### src/rtl/ripple_bpf_pkg.sv
package ripple_bpf_pkg;
  localparam int N_TERMS = 5;
  localparam int STEP_W  = $clog2(N_TERMS);
  localparam int COEF_W  = 12;

  localparam int CF_A0 = 160;
  localparam int CF_A1 = 0;
  localparam int CF_A2 = -160;
  localparam int CF_B0 = 1024;
  localparam int CF_B1 = -1696;
  localparam int CF_B2 = 703;
  localparam int NORM_SH = $clog2(CF_B0);

  typedef enum logic [1:0] {ST_IDLE, ST_MAC, ST_WB} bpf_state_e;

  // term order: x[n], x[n-1], x[n-2], y[n-1], y[n-2]; feedback enters negated
  function automatic int eff_coef(input int k);
    case (k)
      0:       return CF_A0;
      1:       return CF_A1;
      2:       return CF_A2;
      3:       return -CF_B1;
      4:       return -CF_B2;
      default: return 0;
    endcase
  endfunction

  function automatic logic [COEF_W-1:0] coef_mag(input logic [STEP_W-1:0] k);
    int c;
    c = eff_coef(int'(k));
    return COEF_W'((c < 0) ? -c : c);
  endfunction

  function automatic logic coef_sub(input logic [STEP_W-1:0] k);
    return eff_coef(int'(k)) < 0;
  endfunction
endpackage

### src/rtl/bpf_seq.sv
module bpf_seq
  import ripple_bpf_pkg::*;
(
  input  logic              clk_i,
  input  logic              rst_ni,
  input  logic              start_i,
  output logic              cap_o,
  output logic              mac_o,
  output logic              wb_o,
  output logic [STEP_W-1:0] step_o
);
  bpf_state_e        state_q;
  logic [STEP_W-1:0] step_q;

  always_ff @(posedge clk_i or negedge rst_ni) begin
    if (!rst_ni) begin
      state_q <= ST_IDLE;
      step_q  <= '0;
    end else begin
      case (state_q)
        ST_IDLE: if (start_i) begin
          state_q <= ST_MAC;
          step_q  <= '0;
        end
        ST_MAC: begin
          if (step_q == STEP_W'(N_TERMS-1)) state_q <= ST_WB;
          else step_q <= step_q + STEP_W'(1);
        end
        default: state_q <= ST_IDLE;
      endcase
    end
  end

  assign cap_o  = (state_q == ST_IDLE) && start_i;
  assign mac_o  = (state_q == ST_MAC);
  assign wb_o   = (state_q == ST_WB);
  assign step_o = step_q;

  AST_START_ONLY_IDLE: assert property (@(posedge clk_i) disable iff (!rst_ni)
    (state_q == ST_MAC && step_q == '0) |-> $past(state_q) == ST_IDLE);
  AST_STEP_ADVANCE: assert property (@(posedge clk_i) disable iff (!rst_ni)
    (state_q == ST_MAC && step_q != '0) |->
      ($past(state_q) == ST_MAC && step_q == $past(step_q) + STEP_W'(1)));
endmodule

### src/rtl/bpf_hist.sv
module bpf_hist
  import ripple_bpf_pkg::*;
#(
  parameter int DATA_W = 12,
  parameter int ACC_W  = 28
) (
  input  logic                            clk_i,
  input  logic                            rst_ni,
  input  logic                            cap_i,
  input  logic                            wb_i,
  input  logic signed [DATA_W-1:0]        sample_i,
  input  logic signed [ACC_W-1:0]         acc_i,
  output logic [N_TERMS-1:0][DATA_W-1:0]  data_o,
  output logic signed [DATA_W-1:0]        y_o
);
  localparam logic signed [ACC_W-1:0] Y_MAX = ACC_W'((1 << (DATA_W-1)) - 1);
  localparam logic signed [ACC_W-1:0] Y_MIN = ~Y_MAX;

  logic signed [DATA_W-1:0] x0_q, x1_q, x2_q, y1_q, y2_q, y_sat;
  logic signed [ACC_W-1:0]  acc_sh;

  always_comb begin
    acc_sh = acc_i >>> NORM_SH;
    if (acc_sh > Y_MAX)      y_sat = Y_MAX[DATA_W-1:0];
    else if (acc_sh < Y_MIN) y_sat = Y_MIN[DATA_W-1:0];
    else                     y_sat = acc_sh[DATA_W-1:0];
  end

  always_ff @(posedge clk_i or negedge rst_ni) begin
    if (!rst_ni) begin
      x0_q <= '0; x1_q <= '0; x2_q <= '0; y1_q <= '0; y2_q <= '0;
    end else begin
      if (cap_i) x0_q <= sample_i;
      if (wb_i) begin
        x1_q <= x0_q;
        x2_q <= x1_q;
        y1_q <= y_sat;
        y2_q <= y1_q;
      end
    end
  end

  assign data_o = {y2_q, y1_q, x2_q, x1_q, x0_q};
  assign y_o    = y1_q;

  AST_HIST_SHIFT: assert property (@(posedge clk_i) disable iff (!rst_ni)
    wb_i |=> (x1_q == $past(x0_q) && x2_q == $past(x1_q) && y2_q == $past(y1_q)));
  AST_HIST_HOLD: assert property (@(posedge clk_i) disable iff (!rst_ni)
    !wb_i |=> $stable(y1_q));
endmodule

### src/rtl/bpf_mac.sv
module bpf_mac
  import ripple_bpf_pkg::*;
#(
  parameter int DATA_W = 12,
  parameter int ACC_W  = 28
) (
  input  logic                           clk_i,
  input  logic                           rst_ni,
  input  logic                           clr_i,
  input  logic                           en_i,
  input  logic [STEP_W-1:0]              step_i,
  input  logic [N_TERMS-1:0][DATA_W-1:0] data_i,
  output logic signed [ACC_W-1:0]        acc_o
);
  localparam int PROD_W = DATA_W + COEF_W + 1;
  localparam logic signed [ACC_W-1:0] ACC_LIM = ACC_W'(1) <<< (ACC_W-2);

  logic [DATA_W-1:0]        data_sel;
  logic signed [PROD_W-1:0] prod;
  logic signed [ACC_W-1:0]  prod_ext, acc_q, acc_d;

  // data operand mux
  always_comb begin
    data_sel = '0;
    for (int k = 0; k < N_TERMS; k++)
      if (step_i == STEP_W'(k)) data_sel = data_i[k];
  end

  // shared multiplier: signed data times coefficient magnitude
  assign prod     = $signed(data_sel) * $signed({1'b0, coef_mag(step_i)});
  assign prod_ext = ACC_W'(prod);
  // shared adder
  assign acc_d    = coef_sub(step_i) ? acc_q - prod_ext : acc_q + prod_ext;

  always_ff @(posedge clk_i or negedge rst_ni) begin
    if (!rst_ni)   acc_q <= '0;
    else if (clr_i) acc_q <= '0;
    else if (en_i)  acc_q <= acc_d;
  end

  assign acc_o = acc_q;

  AST_ACC_BOUND: assert property (@(posedge clk_i) disable iff (!rst_ni)
    (acc_q < ACC_LIM) && (acc_q > -ACC_LIM));
endmodule

### src/rtl/ripple_bpf.sv
module ripple_bpf
  import ripple_bpf_pkg::*;
#(
  parameter int DATA_W = 12,
  parameter int ACC_W  = 28
) (
  input  logic                     clk_i,
  input  logic                     rst_ni,
  input  logic                     start_i,
  input  logic signed [DATA_W-1:0] sample_i,
  output logic signed [DATA_W-1:0] y_o,
  output logic                     done_o
);
  logic                           cap, mac, wb, done_q;
  logic [STEP_W-1:0]              step;
  logic [N_TERMS-1:0][DATA_W-1:0] data_vec;
  logic signed [ACC_W-1:0]        acc;

  bpf_seq u_seq (
    .clk_i, .rst_ni, .start_i,
    .cap_o (cap), .mac_o (mac), .wb_o (wb), .step_o (step)
  );

  bpf_mac #(.DATA_W(DATA_W), .ACC_W(ACC_W)) u_mac (
    .clk_i, .rst_ni, .clr_i (cap), .en_i (mac), .step_i (step),
    .data_i (data_vec), .acc_o (acc)
  );

  bpf_hist #(.DATA_W(DATA_W), .ACC_W(ACC_W)) u_hist (
    .clk_i, .rst_ni, .cap_i (cap), .wb_i (wb), .sample_i,
    .acc_i (acc), .data_o (data_vec), .y_o
  );

  always_ff @(posedge clk_i or negedge rst_ni) begin
    if (!rst_ni) done_q <= 1'b0;
    else         done_q <= wb;
  end
  assign done_o = done_q;

  AST_DONE_PULSE: assert property (@(posedge clk_i) disable iff (!rst_ni)
    done_o |=> !done_o);
  AST_DONE_AFTER_WB: assert property (@(posedge clk_i) disable iff (!rst_ni)
    done_o |-> $past(wb));
  AST_Y_HOLD: assert property (@(posedge clk_i) disable iff (!rst_ni)
    !done_o |-> $stable(y_o));
endmodule

### config.mk
export PLATFORM = sky130hd
export DESIGN_NAME = ripple_bpf
export DESIGN_NICKNAME = d
export VERILOG_FILES = /design/src/rtl/ripple_bpf_pkg.sv /design/src/rtl/bpf_seq.sv /design/src/rtl/bpf_hist.sv /design/src/rtl/bpf_mac.sv /design/src/rtl/ripple_bpf.sv
export SDC_FILE = /design/constraint.sdc
export NUM_CORES = 1
export LEC_CHECK = 0
export BUFFER_PORTS_ARGS = -buffer_cell sky130_fd_sc_hd__buf_4
export CAP_MARGIN = 20
export CORE_UTILIZATION = 40
export DETAILED_ROUTE_END_ITERATION = 10
export GPL_ROUTABILITY_DRIVEN = 0
export PLACE_DENSITY = 0.67
export SETUP_SLACK_MARGIN = 0.05
export SLEW_MARGIN = 20
export SYNTH_ARGS = -nofsm -noshare
export SYNTH_HDL_FRONTEND = slang
export SYNTH_HIERARCHICAL = 1
export SYNTH_SLANG_ARGS = --single-unit
export TNS_END_PERCENT = 50
### constraint.sdc
create_clock -name clk_i -period 8.6 [get_ports clk_i]
set_input_delay 0.43 -clock clk_i [delete_from_list [all_inputs] [get_ports clk_i]]
set_output_delay 0.43 -clock clk_i [all_outputs]
set_load 0.03 [all_outputs]
==> metrics.log, run 1 <==
[metrics] number of pins with negative max-slew slack in the final report: 0
[metrics] post-detailed-route count of antenna-violating nets: 0
[metrics] number of hold-slack violations in the final timing report: 2
[metrics] overall die area: 0.0276 mm2
[metrics] endpoint of the most critical register-to-register path: u_mac/acc_o[27]
[metrics] max-cap viol count: 0
[metrics] count of hold buffers inserted by post-cts repair: 0
[metrics] worst hold slack after final layout: -0.00412 ns
[metrics] Via density: 5.34
[metrics] clock tree from TritonCTS: built
[metrics] clock latency reported for the late side of the worst-skew pair: 0.36 ns
[metrics] FILL cells: 2353
[metrics] DRT Pass-1 Iters: 5
[metrics] average wire length per cell after detail routing: 17.3 um
[metrics] wire length of the first global-routing pass: 44300 um
[metrics] clk slew on worst S/H paths: 0.08 ns
[metrics] largest net degree at the start of global routing: 66
[metrics] Final period util: 98.7%
[metrics] CP required: 8.85 ns
[metrics] number of enable flip-flop cells after synthesis: 0
[metrics] post-detailed-route DRC marker count: 0
[metrics] arrival time of the worst setup path: 8.74 ns
[metrics] Hold Crit Class: in2async
[metrics] gr usage total: 20.2%
[metrics] number of antenna violations at the first check in global routing: 0
[metrics] routed via count: 8623
[metrics] cell count after synthesis: 1138
[metrics] non-filler instance count after layout: 1614
[metrics] area overhead of the layout relative to synthesis: 22.2%
[metrics] Async S/R FF share, synth: 100%
[metrics] warnings from Yosys: 6
[metrics] cell occurring most often along the worst timing path: sky130_fd_sc_hd__fa_1
[metrics] width of the chip: 166 um
[metrics] status: finished, violations left
[metrics] core area: 0.0263 mm2
[metrics] flip-flop and latch count after synthesis: 94
[metrics] io pins: 28
[metrics] total clock sinks: 94
[metrics] main flop type after synthesis: sky130_fd_sc_hd__dfrtp_1
[metrics] number of levels in the clock H-tree: 3
[metrics] net total in the final layout: 1491
[metrics] setup violators final: 0
[metrics] library cell with the largest summed area after synthesis: sky130_fd_sc_hd__dfrtp_1
[metrics] register area share after synthesis: 21.8%
[metrics] cell count along the critical path: 36
[metrics] Synth Cell Area: 0.0108 mm2
[metrics] Final HPWL DP: 21500 um
[metrics] critical path capture point type: register
[metrics] die outline height: 166 um
[metrics] routed wire length: 27900 um
[metrics] total inserted antenna cells: 0
[metrics] Achievable Freq: 118 MHz
[metrics] gate family responsible for the most delay along the worst path: adder cells
[metrics] clock buffers created by TritonCTS: 9
[metrics] violations in the final reports: hold timing
[metrics] average size of a mapped cell: 9.48 um2
[metrics] Remaining Overflow, GRT: 0
[metrics] depth of the worst register-to-register path: 36
[metrics] worst relative slew slack: 44.0%
[metrics] flop-to-flop setup slack: 0.11 ns
[metrics] post-route minimum period: 8.49 ns
[metrics] Critical path origin: u_seq/step_o[2]
[metrics] final setup slack of the worst path: 0.110 ns
[metrics] cell type of the slowest stage on the worst timing path: sky130_fd_sc_hd__fa_1
[metrics] iteration-0 DRC count of the detailed router: 572
[metrics] number of buffers and inverters on the critical path: 7
[metrics] count of input and output buffers: 27
[metrics] actual transition at the worst max-transition pin: 0.840 ns
[metrics] number of placed cells counting well taps: 1569
[metrics] Final Util: 50.2%
[metrics] Worst Setup Start Kind: register
[metrics] clock skew: 0.00909 ns
[metrics] type of the worst setup path: reg2reg
[metrics] most frequent cells in the layout: 175 x sky130_fd_sc_hd__inv_1, 133 x sky130_fd_sc_hd__buf_4, 91 x sky130_fd_sc_hd__dfrtp_1, 91 x sky130_fd_sc_hd__ha_1, 90 x sky130_fd_sc_hd__fa_1
[metrics] beginning of the worst register-to-register path: u_seq/step_o[2]
[metrics] Post-Place Worst Slack: -0.257 ns
[metrics] initial standard-cell utilization of the core: 41.0%
[metrics] Rows: 59
[metrics] root buffer cell: sky130_fd_sc_hd__clkbuf_16
[metrics] most common cell after layout, fill and taps aside: sky130_fd_sc_hd__inv_1
[metrics] maximum fanout along the worst path: 5
[metrics] share of the synthesized area in the top cell type: 21.8%
[metrics] count of cell types in the netlist: 80
[metrics] unrepaired setup endpoints after global routing: yes
[metrics] via count of the first global-routing pass: 8572
[metrics] synth top area cells: sky130_fd_sc_hd__dfrtp_1 22%, sky130_fd_sc_hd__fa_1 18%, sky130_fd_sc_hd__ha_1 12%
[metrics] Max clock buf depth: 2
[metrics] layout cells sized above 1: 28.7%
[metrics] peak per-stage delay on the critical path: 0.54 ns
sequential cells by signal, summed over array words and instances, names as in the netlist:
signal and cells:
done_o 1, u_hist/x0_q 12, u_hist/x1_q 12, u_hist/x2_q 12, u_seq/state_q 2, u_hist/y2_q 12, u_hist/y_o 12, u_seq/step_o 3
u_mac/acc_o 28
metal layers:
layer  track usage (%)  up-vias  part of all wire [%]
met5                 0        -                     0
met4              6.28        0                   2.1
met3              2.48       34                   4.5
met2              33.5      209                    49
met1              27.5     4301                    45
li1                  -     4079                     -
kinds of logic (layout without fill, tap and decap cells):
logic type               after synthesis  after routing  share of synthesized area, %
XOR/XNOR                              59             59                          4.96
adder cells (fa/ha/maj)              202            202                          30.2
AO/OA/AOI/OAI                        227            227                          14.7
other                                  2             33                        0.0696
flip-flops                            94             94                          21.8
buffers and inverters                242            352                          9.05
AND/OR/NAND/NOR                      227            227                          10.5
multiplexers                          85             85                          8.64
final cells by class:
cell class | count | area, um2 | area share (%)
multi-input combinational | 833 | 8210 | 62.3
sequential | 94 | 2360 | 17.9
timing repair buffer | 146 | 1170 | 8.86
inverter | 190 | 723 | 5.49
tap | 335 | 419 | 3.18
clock buffer | 9 | 225 | 1.71
clock inverter | 7 | 80.1 | 0.607
worst max path at each step:
stage / to / slack [ns]
after floorplan: u_mac/acc_o[27] / 0.07
after global placement: u_mac/acc_o[27] / -0.1
after detailed placement: u_mac/acc_o[27] / -0.26
after CTS: u_mac/acc_o[27] / 0.07
after global routing: u_mac/acc_o[27] / -0.26
final: u_mac/acc_o[27] / 0.11
through the flow:
| step | hold slack, ns | cell area (um2) | TNS [ns] |
|---|---|---|---|
| floorplan | 0.134 | 10900 | 0 |
| global placement | 0.400 | 12000 | -0.0989 |
| detailed placement | 0.405 | 12000 | -0.257 |
| CTS | 0.00500 | 12400 | 0 |
| global route | 0.0167 | 13200 | -0.263 |
| finish | -0.00412 | 13200 | 0 |
what timing repair did:
item                       in CTS  in global routing
cloned                          0                  2
resized for setup              18                147
setup endpoints to repair       1                  4
pin swaps                       4                 91
setup buffers                   1                 26
cell usage after synthesis, types with 10 or more instances:
| cell type | n |
|---|---|
| sky130_fd_sc_hd__mux2_2 | 54 |
| sky130_fd_sc_hd__fa_1 | 98 |
| sky130_fd_sc_hd__a21o_1 | 17 |
| sky130_fd_sc_hd__o41ai_2 | 10 |
| sky130_fd_sc_hd__a31oi_1 | 21 |
| sky130_fd_sc_hd__inv_1 | 187 |
| sky130_fd_sc_hd__o21a_1 | 11 |
| sky130_fd_sc_hd__nor2_1 | 68 |
| sky130_fd_sc_hd__nand2b_1 | 13 |
| sky130_fd_sc_hd__nor3_1 | 17 |
| sky130_fd_sc_hd__mux2i_1 | 29 |
| sky130_fd_sc_hd__dfrtp_1 | 94 |
| sky130_fd_sc_hd__ha_1 | 104 |
| sky130_fd_sc_hd__buf_4 | 12 |
| sky130_fd_sc_hd__a21oi_1 | 61 |
| sky130_fd_sc_hd__nand2_1 | 53 |
| sky130_fd_sc_hd__o21ai_0 | 24 |
| sky130_fd_sc_hd__o21ai_1 | 10 |
| sky130_fd_sc_hd__and3_1 | 17 |
| sky130_fd_sc_hd__xor2_1 | 24 |
| sky130_fd_sc_hd__o22ai_1 | 14 |
| sky130_fd_sc_hd__xnor2_1 | 34 |
| sky130_fd_sc_hd__clkbuf_1 | 27 |
| sky130_fd_sc_hd__a211oi_1 | 14 |
| sky130_fd_sc_hd__nand3_1 | 12 |
Power of run 1 is not shown: default switching activity piles up to over one toggle a cycle in this logic, so the estimate is an artifact.
==> inputs of run 2 (changes only) <==
--- a/config.mk
+++ b/config.mk
@@ -10,7 +10,7 @@
 export CORE_UTILIZATION = 40
 export DETAILED_ROUTE_END_ITERATION = 10
 export GPL_ROUTABILITY_DRIVEN = 0
-export PLACE_DENSITY = 0.67
+export PLACE_DENSITY = 0.65
 export SETUP_SLACK_MARGIN = 0.05
 export SLEW_MARGIN = 20
 export SYNTH_ARGS = -nofsm -noshare
==> constraint.sdc (replaced) <==
create_clock -name clk_i -period 8.65 [get_ports clk_i]
set_input_delay 0.4325 -clock clk_i [delete_from_list [all_inputs] [get_ports clk_i]]
set_output_delay 0.4325 -clock clk_i [all_outputs]
set_load 0.03 [all_outputs]
==> metrics.log, run 2 (synthesis gave the netlist of run 1 again) <==
[metrics] arrival time of the worst setup path: 8.72 ns (was 8.74 ns)
[metrics] clock latency reported for the late side of the worst-skew pair: 0.37 ns (was 0.36 ns)
[metrics] area of all placed cells without fillers: 0.0131 mm2 (was 0.0132 mm2)
[metrics] depth of the worst register-to-register path: 34 (was 36)
[metrics] Max clock buf depth: 2 (unchanged)
[metrics] clock tree from TritonCTS: built (unchanged)
[metrics] clock skew: 0.0147 ns (was 0.00909 ns)
[metrics] Rows: 59 (unchanged)
[metrics] cell type of the slowest stage on the worst timing path: sky130_fd_sc_hd__fa_1 (unchanged)
[metrics] io pins: 28 (unchanged)
[metrics] die outline height: 166 um (unchanged)
[metrics] routed via count: 8468 (was 8623)
[metrics] cell occurring most often along the worst timing path: sky130_fd_sc_hd__fa_1 (unchanged)
[metrics] net total in the final layout: 1481 (was 1491)
[metrics] Final HPWL DP: 21500 um (about the same)
[metrics] Hold Crit Class: in2async (unchanged)
[metrics] worst hold slack after final layout: -0.000394 ns (was -0.00412 ns)
[metrics] Worst Setup Start Kind: register (unchanged)
[metrics] status: finished, violations left (unchanged)
[metrics] wire length of the first global-routing pass: 43400 um (was 44300 um)
[metrics] number of levels in the clock H-tree: 3 (unchanged)
[metrics] number of placed cells counting well taps: 1550 (was 1569)
[metrics] core area: 0.0263 mm2 (unchanged)
[metrics] count of hold buffers inserted by post-cts repair: 0 (unchanged)
[metrics] initial standard-cell utilization of the core: 41.0% (unchanged)
[metrics] number of pins with negative max-slew slack in the final report: 0 (unchanged)
[metrics] clock buffers created by TritonCTS: 9 (unchanged)
[metrics] post-detailed-route DRC marker count: 0 (unchanged)
[metrics] total inserted antenna cells: 0 (unchanged)
[metrics] Via density: 5.28 (was 5.34)
[metrics] maximum fanout along the worst path: 8 (was 5)
[metrics] flop-to-flop setup slack: 0.18 ns (was 0.11 ns)
[metrics] Final period util: 98.0% (was 98.7%)
[metrics] violations in the final reports: hold timing (unchanged)
[metrics] number of flip-flops in the largest register: 28 (unchanged)
[metrics] Achievable Freq: 118 MHz (about the same)
[metrics] worst relative slew slack: 45.3% (was 44.0%)
[metrics] area of placed instances: 0.0118 mm2 (was 0.0120 mm2)
[metrics] root buffer cell: sky130_fd_sc_hd__clkbuf_16 (unchanged)
[metrics] count of input and output buffers: 27 (unchanged)
[metrics] beginning of the worst register-to-register path: u_seq/step_o[0] (was u_seq/step_o[2])
[metrics] via count of the first global-routing pass: 8263 (was 8572)
[metrics] most common cell after layout, fill and taps aside: sky130_fd_sc_hd__inv_1 (unchanged)
[metrics] Remaining Overflow, GRT: 0 (unchanged)
[metrics] actual transition at the worst max-transition pin: 0.821 ns (was 0.840 ns)
[metrics] post-route minimum period: 8.47 ns (was 8.49 ns)
[metrics] peak per-stage delay on the critical path: 0.53 ns (was 0.54 ns)
[metrics] largest net degree at the start of global routing: 65 (was 66)
[metrics] overall die area: 0.0276 mm2 (unchanged)
[metrics] gr usage total: 19.9% (was 20.2%)
[metrics] non-filler instance count after layout: 1604 (was 1614)
[metrics] endpoint of the most critical register-to-register path: u_mac/acc_o[27] (unchanged)
[metrics] type of the worst setup path: reg2reg (unchanged)
[metrics] max-cap viol count: 0 (unchanged)
[metrics] number of antenna violations at the first check in global routing: 1 (was 0)
[metrics] DRT Pass-1 Iters: 5 (unchanged)
[metrics] setup violators final: 0 (unchanged)
[metrics] most frequent cells in the layout: 176 x sky130_fd_sc_hd__inv_1, 126 x sky130_fd_sc_hd__buf_4, 93 x sky130_fd_sc_hd__ha_1 (was 175 x sky130_fd_sc_hd__inv_1, 133 x sky130_fd_sc_hd__buf_4, 91 x sky130_fd_sc_hd__dfrtp_1, 91 x sky130_fd_sc_hd__ha_1, 90 x sky130_fd_sc_hd__fa_1)
[metrics] CP required: 8.90 ns (was 8.85 ns)
[metrics] Final Util: 49.7% (was 50.2%)
[metrics] layout cells sized above 1: 27.3% (was 28.7%)
[metrics] average wire length per cell after detail routing: 17.4 um (was 17.3 um)
[metrics] width of the chip: 166 um (unchanged)
[metrics] critical path capture point type: register (unchanged)
[metrics] number of hold-slack violations in the final timing report: 1 (was 2)
[metrics] area overhead of the layout relative to synthesis: 21.2% (was 22.2%)
[metrics] iteration-0 DRC count of the detailed router: 417 (was 572)
[metrics] clk slew on worst S/H paths: 0.08 ns (about the same)
[metrics] total clock sinks: 94 (unchanged)
[metrics] routed wire length: 27900 um (about the same)
[metrics] post-detailed-route count of antenna-violating nets: 0 (unchanged)
run 2: cell types whose count changed in the layout (fill, tap and decap cells not counted), sizes merged:
cell,previous run,this run
buf,145,135
clkinv,4,5
inv,192,191
run 2: worst max path at each step:
stage	from	endpoint	cells past startpoint
global placement	u_seq/step_o[1]	u_mac/acc_o[27]	34
finish	u_seq/step_o[0]	u_mac/acc_o[27]	34
CTS	u_seq/step_o[0]	u_mac/acc_o[27]	33
detailed placement	u_seq/step_o[1]	u_mac/acc_o[27]	33
global route	u_seq/step_o[0]	u_mac/acc_o[27]	33
floorplan	u_seq/step_o[0]	u_mac/acc_o[27]	37
run 2: routing by layer:
metal  vias to the layer above  wire length (um)  GRT usage [%]  part of all wire, %
met5                         -                 0              0                    0
met4                         0               605           6.08                  2.2
met3                        22              1090           2.34                  3.9
met2                       179             13500           32.7                   49
met1                      4222             12600           27.4                   45
li1                       4045                 -              -                    -
run 2: final cells by class:
cell class / instances / area [um2]
multi-input cells: 833 / 8190
flip-flops and latches: 94 / 2360
clock buffers: 9 / 225
repair buffers: 136 / 1090
well taps: 335 / 419
clock inverters: 7 / 75.1
fillers: 2397 / 13200
inverters: 190 / 722
run 2: metrics by stage:
step           TNS (ns)  worst slack (ns)  hold slack (ns)
3_3_place_gp          0            0.0291            0.416
4_1_cts               0            0.0647           0.0197
3_5_place_dp     -0.142            -0.142            0.417
2_1_floorplan         0            0.0866            0.137
5_1_grt         -0.0948           -0.0948           0.0233
6_report              0             0.175        -0.000394
run 2: worst max-delay path: cells and delay by family, from the launching register on:
kind / cells / cell delay (ns)
AO/OA/AOI/OAI: 9 / 2.17
XOR/XNOR: 1 / 0.18
adder cells (fa/ha/maj): 7 / 3.12
buffers and inverters: 7 / 0.66
flip-flops: 1 / 0.49
multiplexers: 3 / 0.69
AND/OR/NAND/NOR: 7 / 1.02
run 2: what timing repair did:
item / in CTS / in global routing
resized for setup: 11 / 145
endpoints found under the setup margin: 1 / 3
pin swaps: 2 / 95
gates cloned: 0 / 1
setup buffers: 1 / 36
Power of run 2 is left out for the same reason.
